**src/rtl/edid_view_pkg.sv**
```systemverilog
package edid_view_pkg;

  typedef enum logic [2:0] {
    VK_IDLE  = 3'd0,
    VK_RAM   = 3'd1,
    VK_PA_HI = 3'd2,
    VK_PA_LO = 3'd3,
    VK_CSUM  = 3'd4
  } view_kind_e;

  localparam logic [7:0] IDLE_BYTE = 8'hFF;

  // Checksum after substitution: stored + (old bytes) - (new bytes), mod 256.
  function automatic logic [7:0] csum_adjust(input logic [7:0] stored,
                                             input logic [7:0] old_hi,
                                             input logic [7:0] old_lo,
                                             input logic [7:0] new_hi,
                                             input logic [7:0] new_lo);
    logic [7:0] old_sum;
    logic [7:0] new_sum;
    old_sum = old_hi + old_lo;
    new_sum = new_hi + new_lo;
    return stored + old_sum - new_sum;
  endfunction

  // Physical-address bytes take priority over the checksum slot.
  function automatic view_kind_e pick_kind(input logic en,
                                           input logic hit_hi,
                                           input logic hit_lo,
                                           input logic hit_csum);
    if (!en)           return VK_IDLE;
    else if (hit_hi)   return VK_PA_HI;
    else if (hit_lo)   return VK_PA_LO;
    else if (hit_csum) return VK_CSUM;
    else               return VK_RAM;
  endfunction

endpackage

```
**src/rtl/edid_pa_shadow.sv**
```systemverilog
module edid_pa_shadow #(
  parameter int ADDR_W = 9
) (
  input  logic              clk,
  input  logic              rst_n,
  input  logic [ADDR_W-1:0] pa_offset,
  input  logic              wr_en,
  input  logic [ADDR_W-1:0] wr_addr,
  input  logic [7:0]        wr_data,
  output logic [7:0]        orig_hi,
  output logic [7:0]        orig_lo
);

  logic [ADDR_W-1:0] lo_addr;
  logic              cap_hi;
  logic              cap_lo;

  assign lo_addr = pa_offset + ADDR_W'(1);
  assign cap_hi  = wr_en && (wr_addr == pa_offset);
  assign cap_lo  = wr_en && (wr_addr == lo_addr);

  always_ff @(posedge clk) begin
    if (!rst_n) begin
      orig_hi <= '0;
      orig_lo <= '0;
    end else begin
      if (cap_hi) orig_hi <= wr_data;
      if (cap_lo) orig_lo <= wr_data;
    end
  end

  a_r7_hi_follows_write: assert property (@(posedge clk) disable iff (!rst_n)
    (wr_en && wr_addr == pa_offset) |=> (orig_hi == $past(wr_data)));

  a_r7_lo_follows_write: assert property (@(posedge clk) disable iff (!rst_n)
    (wr_en && wr_addr == ADDR_W'(pa_offset + 1'b1)) |=> (orig_lo == $past(wr_data)));

  a_r7_hold_without_write: assert property (@(posedge clk) disable iff (!rst_n)
    !wr_en |=> ($stable(orig_hi) && $stable(orig_lo)));

endmodule

```
**src/rtl/edid_view_classify.sv**
```systemverilog
module edid_view_classify
  import edid_view_pkg::*;
#(
  parameter int ADDR_W = 9,
  parameter int BLK_W  = 7
) (
  input  logic              clk,
  input  logic              rst_n,
  input  logic              en,
  input  logic [ADDR_W-1:0] rd_addr,
  input  logic [ADDR_W-1:0] pa_offset,
  output view_kind_e        kind_q
);

  logic [ADDR_W-1:0] lo_addr;
  logic [ADDR_W-1:0] csum_addr;
  logic              hit_hi;
  logic              hit_lo;
  logic              hit_csum;
  view_kind_e        kind_d;

  assign lo_addr   = pa_offset + ADDR_W'(1);
  assign csum_addr = {pa_offset[ADDR_W-1:BLK_W], {BLK_W{1'b1}}};
  assign hit_hi    = (rd_addr == pa_offset);
  assign hit_lo    = (rd_addr == lo_addr);
  assign hit_csum  = (rd_addr == csum_addr);
  assign kind_d    = pick_kind(en, hit_hi, hit_lo, hit_csum);

  always_ff @(posedge clk) begin
    if (!rst_n) kind_q <= VK_IDLE;
    else        kind_q <= kind_d;
  end

  a_r5_disabled_idle: assert property (@(posedge clk) disable iff (!rst_n)
    !en |=> (kind_q == VK_IDLE));

  a_r8_pa_over_csum: assert property (@(posedge clk) disable iff (!rst_n)
    (en && hit_csum && (hit_hi || hit_lo)) |=> (kind_q != VK_CSUM));

endmodule

```
**src/rtl/edid_byte_patch.sv**
```systemverilog
module edid_byte_patch
  import edid_view_pkg::*;
(
  input  view_kind_e  kind,
  input  logic [7:0]  ram_rdata,
  input  logic [15:0] pa_word,
  input  logic [7:0]  orig_hi,
  input  logic [7:0]  orig_lo,
  output logic [7:0]  rd_data
);

  always_comb begin
    unique case (kind)
      VK_RAM:   rd_data = ram_rdata;
      VK_PA_HI: rd_data = pa_word[15:8];
      VK_PA_LO: rd_data = pa_word[7:0];
      VK_CSUM:  rd_data = csum_adjust(ram_rdata, orig_hi, orig_lo,
                                      pa_word[15:8], pa_word[7:0]);
      default:  rd_data = IDLE_BYTE;
    endcase
  end

endmodule

```
**src/rtl/edid_port_view.sv**
```systemverilog
module edid_port_view
  import edid_view_pkg::*;
#(
  parameter int NPORTS = 3,
  parameter int ADDR_W = 9,
  parameter int BLK_W  = 7
) (
  input  logic                     clk,
  input  logic                     rst_n,
  input  logic [ADDR_W-1:0]        pa_offset,
  input  logic                     mon_wr_en,
  input  logic [ADDR_W-1:0]        mon_wr_addr,
  input  logic [7:0]               mon_wr_data,
  input  logic [NPORTS-1:0]        port_en,
  input  logic [NPORTS*16-1:0]     port_pa,
  input  logic [NPORTS*ADDR_W-1:0] rd_addr,
  output logic [NPORTS*ADDR_W-1:0] ram_addr,
  input  logic [NPORTS*8-1:0]      ram_rdata,
  output logic [NPORTS*8-1:0]      rd_data
);

  localparam int PA_W = 16;

  logic [7:0] orig_hi;
  logic [7:0] orig_lo;

  edid_pa_shadow #(.ADDR_W(ADDR_W)) u_shadow (
    .clk     (clk),
    .rst_n   (rst_n),
    .pa_offset(pa_offset),
    .wr_en   (mon_wr_en),
    .wr_addr (mon_wr_addr),
    .wr_data (mon_wr_data),
    .orig_hi (orig_hi),
    .orig_lo (orig_lo)
  );

  for (genvar p = 0; p < NPORTS; p++) begin : g_port
    logic [ADDR_W-1:0] addr_w;
    logic [PA_W-1:0]   pa_w;
    logic [7:0]        ram_w;
    logic [7:0]        out_w;
    view_kind_e        kind;

    assign addr_w = rd_addr[p*ADDR_W +: ADDR_W];
    assign pa_w   = port_pa[p*PA_W +: PA_W];
    assign ram_w  = ram_rdata[p*8 +: 8];
    assign ram_addr[p*ADDR_W +: ADDR_W] = addr_w;
    assign rd_data[p*8 +: 8] = out_w;

    edid_view_classify #(.ADDR_W(ADDR_W), .BLK_W(BLK_W)) u_classify (
      .clk      (clk),
      .rst_n    (rst_n),
      .en       (port_en[p]),
      .rd_addr  (addr_w),
      .pa_offset(pa_offset),
      .kind_q   (kind)
    );

    edid_byte_patch u_patch (
      .kind     (kind),
      .ram_rdata(ram_w),
      .pa_word  (pa_w),
      .orig_hi  (orig_hi),
      .orig_lo  (orig_lo),
      .rd_data  (out_w)
    );

    a_r5_disabled_reads_ff: assert property (@(posedge clk) disable iff (!rst_n)
      !port_en[p] |=> (out_w == 8'hFF));

    a_r3_high_byte: assert property (@(posedge clk) disable iff (!rst_n)
      (port_en[p] && addr_w == pa_offset) |=> (out_w == pa_w[15:8]));

    a_r3_low_byte: assert property (@(posedge clk) disable iff (!rst_n)
      (port_en[p] && addr_w != pa_offset && addr_w == ADDR_W'(pa_offset + 1'b1))
      |=> (out_w == pa_w[7:0]));

    a_r4_checksum_balances: assert property (@(posedge clk) disable iff (!rst_n)
      (port_en[p] && addr_w == {pa_offset[ADDR_W-1:BLK_W], {BLK_W{1'b1}}}
        && addr_w != pa_offset && addr_w != ADDR_W'(pa_offset + 1'b1))
      |=> (8'(out_w + pa_w[15:8] + pa_w[7:0]) == 8'(ram_w + orig_hi + orig_lo)));

    a_r2_plain_passthrough: assert property (@(posedge clk) disable iff (!rst_n)
      (port_en[p] && addr_w != pa_offset && addr_w != ADDR_W'(pa_offset + 1'b1)
        && addr_w != {pa_offset[ADDR_W-1:BLK_W], {BLK_W{1'b1}}})
      |=> (out_w == ram_w));
  end

endmodule

```
**config.mk**
```make
export PLATFORM = sky130hd
export DESIGN_NAME = edid_port_view
export DESIGN_NICKNAME = d
export VERILOG_FILES = /design/src/rtl/edid_view_pkg.sv /design/src/rtl/edid_pa_shadow.sv /design/src/rtl/edid_view_classify.sv /design/src/rtl/edid_byte_patch.sv /design/src/rtl/edid_port_view.sv
export SDC_FILE = /design/constraint.sdc
export NUM_CORES = 1
export LEC_CHECK = 0
export BUFFER_PORTS_ARGS = -buffer_cell sky130_fd_sc_hd__buf_2
export CAP_MARGIN = 10
export CORE_MARGIN = 5
export CORE_UTILIZATION = 54
export DETAILED_ROUTE_END_ITERATION = 8
export PLACE_DENSITY = 0.89
export RECOVER_POWER = 100
export SLEW_MARGIN = 30
export SYNTH_ARGS = -nofsm -noshare
export SYNTH_HDL_FRONTEND = slang
export SYNTH_SLANG_ARGS = --single-unit
```
**constraint.sdc**
```tcl
create_clock -name clk -period 10.5 [get_ports clk]
set_input_delay 2.1 -clock clk [delete_from_list [all_inputs] [get_ports clk]]
set_output_delay 2.1 -clock clk [all_outputs]
set_load 0.01 [all_outputs]
```
Word level (Yosys, flattened, before mapping)
Cells that the tools add are included.
W data, S select, Z words.
Storage, ports and cells
  flip-flop bits (word level): 25
  bits of input ports: 131
  output and inout port bits: 51
  word-level logic and storage cells: 72
Operators by class
  add/subtract/negate cells: 11
  equal/unequal tests: 23
  multiplexer cells: 12
  bitwise operators: 4
  reduce and logical (&&, ||, !) cells: 11
Operator list (count)
  $eq A9 B9 Y1: 11
  $pmux W8 S4: 3
  $add A8 B8 Y8: 7
  $sub A8 B8 Y8: 3
  $eq A3 B2 Y1 const B: 6
  $mux W2: 6
  $reduce_or A4 Y1: 3
  $add A9 B1 Y9 const B: 1
  $eq A3 B1 Y1 const B: 3
  $eq A3 B3 Y1 const B: 3
  $mux W3: 3
  $reduce_or A3 Y1: 3
  $reduce_and A2 Y1: 3
  $not A1 Y1: 4
  $logic_and A1 B1 Y1: 2

Longest topological paths before layout
Gate-level depths: netlist of the first run.
  depth after elaboration: 4
  gate-level depth with buffers: 17
  mapped depth without buffers: 17

Cells and area by module
From an unflattened synthesis of the first run, not the netlist that was laid out.
Second synthesis, totals
  cells, all modules: 792
  area total of the unflattened synthesis: 6142.1 um^2
Modules (own cells, without submodules)
  edid_view_classify: instances 3, cells each 65, area an instance 491.7 um^2, sequential area each 60.1 um^2
  edid_byte_patch at g_port[0].u_patch: instances 1, cells each 157, area an instance 1181.1 um^2, sequential area each 0.0 um^2
  edid_byte_patch at g_port[1].u_patch: instances 1, cells each 155, area an instance 1169.9 um^2, sequential area each 0.0 um^2
  edid_byte_patch at g_port[2].u_patch: instances 1, cells each 156, area an instance 1169.9 um^2, sequential area each 0.0 um^2
  edid_pa_shadow: instances 1, cells each 102, area an instance 943.4 um^2, sequential area each 320.3 um^2
  edid_port_view: instances 1, cells each 27, area an instance 202.7 um^2, sequential area each 0.0 um^2

Worst setup path after synthesis of the first run
No wires, ideal clock.
  path type: in2out
  from: input port_pa[16]
  to: output rd_data[14]
  data arrival time: 4.838 ns
  data required time: 8.400 ns
  setup slack: 3.562 ns
  stages on the path: 13
  path buffers: 0
  cell sequence: inv_1 fa_1 inv_1 fa_1 inv_1 ha_1 fa_1 a21o_1 a21oi_1 o21bai_1 a21oi_1 xor2_1 a31oi_1
Between the ends
  word-level cells in the longest chain between the ends: 3
Ends and longest elaborated chain
  start: declaration: RTL line edid_port_view.sv:15  | input logic [NPORTS*16-1:0] port_pa,
  $add A8 B8 Y8: RTL line edid_view_pkg.sv:22  | new_sum = new_hi + new_lo;
  $sub A8 B8 Y8: RTL line edid_view_pkg.sv:23  | return stored + old_sum - new_sum;
  $pmux W8 S4: RTL line edid_byte_patch.sv:13  | unique case (kind)
  end: declaration: RTL line edid_port_view.sv:19  | output logic [NPORTS*8-1:0] rd_data
Every way passes these cells.

Worst setup path in the final report of the first run
  from: input port_pa[16]
  to: output rd_data[15]
The elaborated chain is that of the path after synthesis.

==> results of run 1 <==
-- layer usage --
layer  share of wire [%]  GRT usage [%]  vias to the layer above  routed length [um]
li1                    -              -                     2458                   -
met2                  50           43.4                      226                7130
met5                   0              0                        -                   0
met3                 7.6           2.11                       31                1090
met4                 2.6           7.57                        0                 372
met1                  40           30.3                     2350                5640
-- final timing paths --
| kind | startpoint | end | depth (start not counted) |
|---|---|---|---|
| worst max register to register | u_shadow.orig_hi[4] | u_shadow.orig_hi[4] | 2 |
| worst min-delay path | u_shadow.orig_lo[4] | u_shadow.orig_lo[4] | 2 |
| worst max-delay path | port_pa[16] | rd_data[15] | 14 |
| worst min register to register | u_shadow.orig_lo[4] | u_shadow.orig_lo[4] | 2 |
-- power breakdown --
part | internal, mW | total, mW | switching, mW
Combinational | 0.145 | 0.307 | 0.162
Clock | 0.0269 | 0.0570 | 0.0301
Sequential | 0.0954 | 0.0986 | 0.00313
-- worst max-delay path: cells and delay by family --
kind / cells / cell delay, ns
XOR/XNOR: 1 / 0.36
buffers and inverters: 5 / 0.41
AO/OA/AOI/OAI: 5 / 1.09
adder cells (fa/ha/maj): 3 / 1.25
-- layout make-up --
| type | count | share of cell area (%) |
|---|---|---|
| Inverter | 80 | 4.98 |
| Multi-Input combinational cell | 498 | 69.3 |
| Clock inverter | 1 | 0.124 |
| Tap cell | 133 | 2.76 |
| Clock buffer | 3 | 0.684 |
| Sequential cell | 25 | 8.29 |
| Timing Repair Buffer | 181 | 13.9 |
-- kinds of logic (layout without fill, tap and decap cells) --
group / Yosys count / in the layout
fa+ha+maj: 75 / 75
compound gates: 121 / 121
mux: 40 / 40
flops: 25 / 25
buf+inv: 133 / 265
xor+xnor: 92 / 92
simple gates: 170 / 170
-- cells in the final DEF (no fill, tap or decap), types with 32 or more instances in the layout --
cell	netlist	routed
buf_2	3	128
nand2_1	34	34
ha_1	32	32
mux2i_1	36	36
clkbuf_1	12	53
inv_1	80	80
fa_1	43	43
a21oi_1	39	39
nor2_1	42	42
xnor2_1	58	58
-- per-stage QoR --
stage	setup WS, ns	hold slack, ns
after CTS	3.23	0.472
after detailed placement	3.24	0.457
after global placement	3.30	0.450
after global routing	2.93	0.503
final	3.18	0.470
after floorplan	3.56	0.442
-- registers in the layout (all words and copies together) (netlist names) --
signal / flops
g_port.u_classify.kind_q: 9
u_shadow.orig_hi: 8
u_shadow.orig_lo: 8
==> impl_metrics.py, run 1 <==
metrics = {
    "synthesis": {
        "async_flop_share_pct": 0,
        "synthSimpleGateAreaFrac_pct": 16.7,
        "synth_top_area_share_pct": 16.2,
        "synth_area_leaders": "fa_1 (16%), xnor2_1 (9.5%), dfxtp_1 (9.4%), ha_1 (7.5%), mux2i_1 (6.8%)",
        "syn_area_per_cell_sq_um": 8.12,
        "synth_area_sq_um": 5330,
        "synth_seq_area_share_pct": 9.39,
        "ys.flop_type": "dfxtp_1",
        "synth-seq-cells": 25,
        "synth_xor_xnor_area_share_pct": 16.2,
        "synth_most_common_cell": "inv_1",
        "synth_commonest_cells": "inv_1 (80), xnor2_1 (58), fa_1 (43), nor2_1 (42), a21oi_1 (39)",
        "synth-edff-count": 0,
        "synth_nets": 862,
        "synthMuxAreaShare_pct": 7.61,
        "syn_inst": 656,
        "synth_cell_types": 60,
        "synth_top_family_by_area": "adder cells",
        "ys_warn_count": 0,
        "yosysTopAreaCell": "fa_1",
        "yosys.area_share.adder_pct": 23.7,
        "synth-compound-area-share_pct": 14.5,
    },
    "floorplanning": {
        "die_h_um": 109,
        "pin_count": 182,
        "dieArea_sq_um": 12000,
        "initial_utilization_pct": 55.0,
        "die_w_um": 109,
        "row_count": 36,
        "core_area_sq_um": 9680,
    },
    "global_routing": {
        "grt_usage_pct": 24.1,
        "antenna_found_initial": 0,
        "grt_max_degree": 30,
        "grt_overflow": 0,
        "grt_pass1_vias": 5131,
        "grt_pass1_wl_um": 23600,
    },
    "worst_setup_path": {
        "critPathLaunchType": "input port",
        "path_class": "input port to output pin",
        "slowest_delay_ns": 0.54,
        "crit_arrival_ns": 5.22,
        "cp-end-kind": "output pin",
        "cp.required_ns": 8.40,
        "path_cells": "buf_2 -> inv_1 -> fa_1 -> inv_1 -> fa_1 -> inv_1 -> ha_1 -> a21o_1 -> a41oi_1 -> o21ai_0 -> o31ai_1 -> xnor3_1 -> a31oi_1 -> clkbuf_1",
        "crit_slowest_cell": "fa_1",
        "cp_max_fo": 2,
        "cp_common_cell": "inv_1",
        "rrSetupSlack_ns": 9.83,
    },
    "place": {
        "gp_congestion": 0.904,
        "dp.cells": 917,
        "placed_area_sq_um": 6060,
        "io_buffers": 181,
        "post-dp-hpwl_um": 12300,
    },
    "timing": {
        "skew_ns": 0,
        "fmax_ghz": 0.137,
        "finalSetupTns_ns": 0,
        "rsz0062_at_grt": "no",
        "period_minus_slack_ns": 7.32,
        "tightest_slew_ns": 1.60,
        "setup_viol": 0,
        "min_period_over_period_pct": 69.7,
        "hold_violations": 0,
        "slew_viol_final": 9,
        "maxSlewHeadroom_pct": -7.64,
    },
    "detailed_routing": {
        "drtPass1Iterations": 5,
        "wirelength_um": 14200,
        "routedWlPerCell_um": 15.5,
        "antenna_left": 0,
        "vias_per_cell": 5.50,
        "num_vias": 5065,
        "drc": 0,
        "drt_iter0_drc": 292,
    },
    "clock_tree": {
        "cts_buffers": 3,
        "cts_buffer_depth": 2,
        "worstSkewPairLatency_ns": 0.26,
        "cts_root_buffer": "clkbuf_8",
        "clkTransAtPathRegs_ns": 0.09,
        "postCtsHoldBufs": 0,
        "cts_sinks": 25,
        "post_cts_buffers": 0,
        "cts_tree": "built",
        "postCtsResizedCells": 0,
        "htreeDepth": 1,
    },
    "hold_path": {
        "min_path_type": "register to register",
    },
    "layout": {
        "fillCellCount": 881,
        "fin_cells": 921,
        "area_growth_pct": 13.2,
        "multi_input_area_sq_um": 4180,
        "nets": 995,
        "post-route-util_pct": 62.3,
        "layout-drive-gt1-share_pct": 17.9,
        "regArea_sq_um": 500,
        "final_area_sq_um": 6030,
        "n_antenna_cell": 0,
    },
    "power": {
        "power_mw": 0.463,
        "power.density_nw_per_um2": 76.6,
        "total_leakage_power_nw": 2.85,
        "ir_drop_mv": 0.0441,
    },
    "status": {
        "violations": "max-capacitance violations, max-slew violations",
        "status": "finished, violations left",
    },
    "job": {
        "maxCapViolCount": 1,
    },
}
No activity file was read; power rests on OpenSTA's default activity.
==> inputs of run 2 (changes only) <==
--- a/config.mk
+++ b/config.mk
@@ -8,9 +8,9 @@
 export BUFFER_PORTS_ARGS = -buffer_cell sky130_fd_sc_hd__buf_2
 export CAP_MARGIN = 10
 export CORE_MARGIN = 5
-export CORE_UTILIZATION = 54
+export CORE_UTILIZATION = 53
 export DETAILED_ROUTE_END_ITERATION = 8
-export PLACE_DENSITY = 0.89
+export PLACE_DENSITY = 0.88
 export RECOVER_POWER = 100
 export SLEW_MARGIN = 30
 export SYNTH_ARGS = -nofsm -noshare
==> constraint.sdc (replaced) <==
create_clock -name clk -period 7.4 [get_ports clk]
set_input_delay 1.48 -clock clk [delete_from_list [all_inputs] [get_ports clk]]
set_output_delay 1.48 -clock clk [all_outputs]
set_load 0.01 [all_outputs]
==> run 2 against run 1 <==
  * The run still ends with max-capacitance violations, max-slew violations left
  * Clock skew stayed put
  * Power up 42%
  * Flip-flop and latch count did not move
  * Clock power grew 43%
  * Utilization shrank 0.57 points
  * Routed wire length grew 0.33%
  * Register-to-register slack worse by 3.1 ns
  * Die area rose by 1.7%
  * Sequential power is 42% higher
==> impl_metrics.py, run 2 (synthesis gave the netlist of run 1 again) <==
metrics = {
    "worst_setup_path": {
        "cp-end-kind": "output pin",
        "cp.required_ns": 5.92,
        "path_buf_inv": 5,
        "cp_max_fo": 2,
        "path_class": "input port to output pin",
        "crit_slowest_cell": "fa_1",
        "crit_arrival_ns": 4.59,
        "critPathLaunchType": "input port",
        "slowest_delay_ns": 0.53,
        "cp_top_family": "adder cells",
        "path_cells": "buf_2 -> inv_1 -> fa_1 -> inv_1 -> fa_1 -> inv_1 -> ha_1 -> fa_1 -> a21o_1 -> a21oi_1 -> o21bai_1 -> a21oi_1 -> xor2_1 -> a31oi_1 -> clkbuf_1",
    },
    "detailed_routing": {
        "num_vias": 5040,
        "drc": 0,
        "vias_per_cell": 5.47,
        "drtPass1Iterations": 7,
        "routedWlPerCell_um": 15.5,
        "drt_iter0_drc": 243,
        "wirelength_um": 14300,
        "antenna_left": 0,
    },
    "hold_path": {
        "min_path_type": "register to register",
    },
    "global_routing": {
        "grt_pass1_wl_um": 22800,
        "grt_overflow": 0,
        "grt_usage_pct": 23.1,
        "antenna_found_initial": 0,
        "grt_pass1_vias": 4968,
        "grt_max_degree": 30,
    },
    "timing": {
        "skew_ns": 0,
        "setup_viol": 0,
        "period_minus_slack_ns": 6.07,
        "fin_ws_ns": 1.33,
        "fmax_ghz": 0.165,
        "rsz0062_at_grt": "no",
        "min_period_over_period_pct": 82.0,
        "tightest_slew_ns": 1.62,
        "finalSetupTns_ns": 0,
        "hold_violations": 0,
        "maxSlewHeadroom_pct": -8.88,
        "slew_viol_final": 9,
    },
    "power": {
        "power_mw": 0.655,
        "internal_power_mw": 0.378,
        "combPwrFrac_pct": 66.2,
        "clkPwrFrac_pct": 12.4,
        "total_leakage_power_nw": 2.85,
        "power.switching_mw": 0.277,
        "p_seq_share_pct": 21.4,
        "swShare_pct": 42.3,
        "power.density_nw_per_um2": 109,
        "ir_drop_mv": 0.0628,
    },
    "floorplanning": {
        "pin_count": 182,
        "initial_utilization_pct": 54.5,
        "dieArea_sq_um": 12200,
        "core_area_sq_um": 9770,
        "row_count": 36,
        "die_h_um": 110,
        "die_w_um": 110,
    },
    "place": {
        "pre_cts_ws_ns": 1.37,
        "dp.cells": 917,
        "io_buffers": 181,
        "gp_congestion": 0.975,
        "post-dp-hpwl_um": 12200,
        "placed_area_sq_um": 6060,
    },
    "clock_tree": {
        "worstSkewPairLatency_ns": 0.27,
        "postCtsResizedCells": 0,
        "cts_root_buffer": "clkbuf_8",
        "htreeDepth": 1,
        "cts_sinks": 25,
        "cts_buffer_depth": 2,
        "clkTransAtPathRegs_ns": 0.09,
        "cts_buffers": 3,
        "cts_tree": "built",
        "postCtsHoldBufs": 0,
        "post_cts_buffers": 0,
    },
    "layout": {
        "n_antenna_cell": 0,
        "largest-register": "g_port.u_classify.kind_q",
        "largest_reg_flops": 9,
        "layout_commonest_cell": "buf_2",
        "nets": 995,
        "final_area_sq_um": 6030,
        "final_cell_mix": "buf_2 (128), inv_1 (80), xnor2_1 (58)",
        "reg.largest.list": "g_port.u_classify.kind_q (9), u_shadow.orig_hi (8), u_shadow.orig_lo (8)",
        "area_growth_pct": 13.2,
        "layout-drive-gt1-share_pct": 17.9,
        "fin_cells": 921,
    },
    "status": {
        "status": "finished, violations left",
        "violations": "max-capacitance violations, max-slew violations",
    },
    "job": {
        "maxCapViolCount": 1,
    },
}
-- run 2: cell counts in the layout (fill, tap and decap cells not counted) --
Identical to the previous run, type by type.
-- run 2: layer usage --
metal / vias to the layer above / share of wire [%] / track usage (%)
met1: 2338 / 41 / 28.7
met4: 0 / 1.6 / 5.80
met3: 17 / 7.7 / 1.86
met2: 226 / 50 / 43.1
li1: 2459 / - / -
met5: - / 0 / 0
-- run 2: worst paths after layout --
kind | cells past startpoint | slack [ns] | end | startpoint
setup / recovery | 15 | 1.33 | rd_data[6] | port_pa[0]
hold / removal | 2 | 0.47 | u_shadow.orig_lo[4] | u_shadow.orig_lo[4]
setup reg to reg | 2 | 6.71 | u_shadow.orig_hi[1] | u_shadow.orig_hi[1]
hold reg to reg | 2 | 0.47 | u_shadow.orig_lo[4] | u_shadow.orig_lo[4]
-- run 2: worst min-delay path, cell delays in order (launching register included) --
cell and delay, ns:
dfxtp_1 0.32, nand2_1 0.05, mux2i_1 0.05
-- run 2: cell type report --
cell class / count / area (sq um)
multi-input cells: 498 / 4180
fillers: 919 / 3740
repair buffers: 181 / 840
flip-flops and latches: 25 / 500
inverters: 80 / 300
well taps: 133 / 166
clock buffers: 3 / 41.3
clock inverters: 1 / 7.51
-- run 2: power groups by stage --
stage | sequential [mW] | combinational [mW] | clock [mW]
after detailed placement | 0.143 | 0.434 | 0
final | 0.140 | 0.434 | 0.0813
after global routing | 0.140 | 0.488 | 0.0898
after floorplan | 0.139 | 0.329 | 0
after CTS | 0.140 | 0.437 | 0.0849
after global placement | 0.143 | 0.423 | 0
-- run 2: per-stage QoR --
| step | hold slack (ns) | util [%] |
|---|---|---|
| after detailed placement | 0.460 | 62.0 |
| after floorplan | 0.442 | - |
| after global routing | 0.498 | 61.7 |
| after CTS | 0.473 | 62.5 |
| final | 0.471 | 61.7 |
| after global placement | 0.452 | 62.0 |
==> inputs of run 3 (changes only) <==
--- a/config.mk
+++ b/config.mk
@@ -8,9 +8,9 @@
 export BUFFER_PORTS_ARGS = -buffer_cell sky130_fd_sc_hd__buf_2
 export CAP_MARGIN = 10
 export CORE_MARGIN = 5
-export CORE_UTILIZATION = 53
+export CORE_UTILIZATION = 48
 export DETAILED_ROUTE_END_ITERATION = 8
-export PLACE_DENSITY = 0.88
+export PLACE_DENSITY = 0.84
 export RECOVER_POWER = 100
 export SLEW_MARGIN = 30
 export SYNTH_ARGS = -nofsm -noshare
==> constraint.sdc (replaced) <==
create_clock -name clk -period 5.5 [get_ports clk]
set_input_delay 1.1 -clock clk [delete_from_list [all_inputs] [get_ports clk]]
set_output_delay 1.1 -clock clk [all_outputs]
set_load 0.01 [all_outputs]
==> run 3 against run 2 <==
  * First-iteration DRC count rose by 10%
  * Utilization fell by 6.0 points
  * Worst setup slack got worse by 1.1 ns
  * Largest power group unchanged
  * Global-route usage fell by 2.8 points
  * Design area rose by 0.19%
  * Critical path depth fell by 1
  * Die area rose by 9.5%
  * Clock power rose by 34%
  * Hold slack improved by 0.0056 ns
  * Via count fell by 2.2%
  * The run still ends with max-capacitance violations, max-slew violations left
  * Flip-flop and latch count did not move
  * Clock skew did not move
==> impl_metrics.py, run 3 (synthesis gave the netlist of run 1 again) <==
metrics = {
    "worst_setup_path": {
        "critPathLaunchType": "input port",
        "worstReg2RegStart": "u_shadow.orig_hi[1]",
        "crit_arrival_ns": 4.20,
        "r2r_end": "u_shadow.orig_hi[1]",
        "cp_top_family": "adder cells",
        "path_cells": "buf_2 -> inv_1 -> fa_1 -> inv_1 -> fa_1 -> inv_1 -> ha_1 -> a21o_1 -> a41oi_1 -> o21ai_0 -> o31ai_1 -> xnor3_1 -> a31oi_1 -> clkbuf_1",
        "cp.required_ns": 4.40,
        "cp_common_cell": "inv_1",
        "path_depth": 14,
        "crit_slowest_cell": "fa_1",
        "r2r_cells": 2,
        "slowest_delay_ns": 0.53,
        "rrSetupSlack_ns": 4.83,
        "cp_max_fo": 2,
        "path_buf_inv": 5,
        "cp-end-kind": "output pin",
        "path_class": "input port to output pin",
    },
    "power": {
        "total_leakage_power_nw": 2.85,
        "power_mw": 0.878,
        "internal_power_mw": 0.508,
        "swShare_pct": 42.1,
        "power.switching_mw": 0.370,
        "combPwrFrac_pct": 66.2,
        "power.density_nw_per_um2": 145,
        "p_seq_share_pct": 21.4,
        "ir_drop_mv": 0.0667,
        "clkPwrFrac_pct": 12.4,
    },
    "place": {
        "placed_area_sq_um": 6070,
        "pre_cts_ws_ns": 0.252,
        "dp.cells": 924,
        "gp_congestion": 0.910,
        "io_buffers": 181,
        "post-dp-hpwl_um": 12100,
    },
    "layout": {
        "regArea_sq_um": 500,
        "final_cell_mix": "buf_2 (128), inv_1 (80), xnor2_1 (58)",
        "layout-drive-gt1-share_pct": 17.9,
        "largest-register": "g_port.u_classify.kind_q",
        "final_area_sq_um": 6050,
        "reg.largest.list": "g_port.u_classify.kind_q (9), u_shadow.orig_hi (8), u_shadow.orig_lo (8)",
        "layout_commonest_cell": "buf_2",
        "largest_reg_flops": 9,
        "post-route-util_pct": 55.8,
        "fin_cells": 929,
        "fillCellCount": 1055,
        "area_growth_pct": 13.5,
        "nets": 995,
        "multi_input_area_sq_um": 4180,
    },
    "timing": {
        "maxSlewHeadroom_pct": -9.19,
        "rsz0062_at_grt": "no",
        "period_minus_slack_ns": 5.30,
        "fin_ws_ns": 0.203,
        "skew_ns": 0,
        "slew_viol_final": 9,
        "whs_ns": 0.476,
        "fmax_ghz": 0.189,
        "finalSetupTns_ns": 0,
        "min_period_over_period_pct": 96.3,
        "tightest_slew_ns": 1.63,
        "setup_viol": 0,
        "hold_violations": 0,
    },
    "clock_tree": {
        "cts_buffers": 3,
        "cts_tree": "built",
        "worstSkewPairLatency_ns": 0.26,
        "cts_root_buffer": "clkbuf_8",
        "postCtsHoldBufs": 0,
        "cts_buffer_depth": 2,
        "post_cts_buffers": 0,
        "clkTransAtPathRegs_ns": 0.09,
        "cts_sinks": 25,
        "postCtsResizedCells": 0,
        "htreeDepth": 1,
    },
    "hold_path": {
        "min_path_type": "register to register",
        "hp-start": "u_shadow.orig_lo[6]",
        "holdPathEnd": "u_shadow.orig_lo[6]",
        "holdPathStages": 2,
    },
    "global_routing": {
        "grt_usage_pct": 20.3,
        "grt_pass1_vias": 4879,
        "grt_overflow": 0,
        "grt_max_degree": 30,
        "antenna_found_initial": 3,
        "grt_pass1_wl_um": 22200,
    },
    "job": {
        "maxCapViolCount": 1,
    },
    "status": {
        "status": "finished, violations left",
        "violations": "max-capacitance violations, max-slew violations",
    },
    "floorplanning": {
        "die_w_um": 115,
        "core_area_sq_um": 10800,
        "die_h_um": 115,
        "initial_utilization_pct": 49.2,
        "pin_count": 182,
        "row_count": 38,
        "dieArea_sq_um": 13300,
    },
    "detailed_routing": {
        "drtPass1Iterations": 4,
        "drc": 0,
        "antenna_left": 0,
        "num_vias": 4931,
        "wirelength_um": 13900,
        "vias_per_cell": 5.31,
        "routedWlPerCell_um": 15.0,
        "drt_iter0_drc": 268,
    },
}
==> run 3: final cells by class <==
cell class	instances	area share, %
Multi-Input combinational cell	498	69.1
Clock buffer	3	0.683
Sequential cell	25	8.28
Tap cell	140	2.90
Antenna cell	1	0.0414
Inverter	80	4.97
Clock inverter	1	0.124
Timing Repair Buffer	181	13.9
==> run 3: worst register-to-register path, delay by kind of cell, from the launching register on <==
kind             cells  cell delay, ns
and+or+nand+nor      1            0.16
muxes                1            0.08
DFF                  1            0.37
==> run 3: worst max-delay path by stage <==
stage | from | end | slack (ns)
global placement | port_pa[16] | rd_data[14] | 0.29
finish | port_pa[16] | rd_data[15] | 0.20
detailed placement | port_pa[16] | rd_data[15] | 0.25
floorplan | port_pa[16] | rd_data[14] | 0.56
global route | port_pa[16] | rd_data[15] | 0.08
CTS | port_pa[16] | rd_data[15] | 0.25
==> run 3: layer usage <==
layer / global-route usage, % / routed length [um] / part of all wire [%] / up-vias
met5: 0 / 27 / 0.19 / -
met4: 6.34 / 315 / 2.3 / 4
met3: 2.47 / 1060 / 7.6 / 21
met2: 36.0 / 6700 / 48 / 185
met1: 25.7 / 5800 / 42 / 2269
li1: - / - / - / 2452
==> run 3: power by group through the flow <==
stage / Sequential [mW] / Clock [mW] / Combinational, mW
floorplan: 0.187 / 0 / 0.442
global placement: 0.192 / 0 / 0.574
detailed placement: 0.192 / 0 / 0.588
CTS: 0.188 / 0.113 / 0.591
global route: 0.189 / 0.122 / 0.658
finish: 0.188 / 0.109 / 0.581
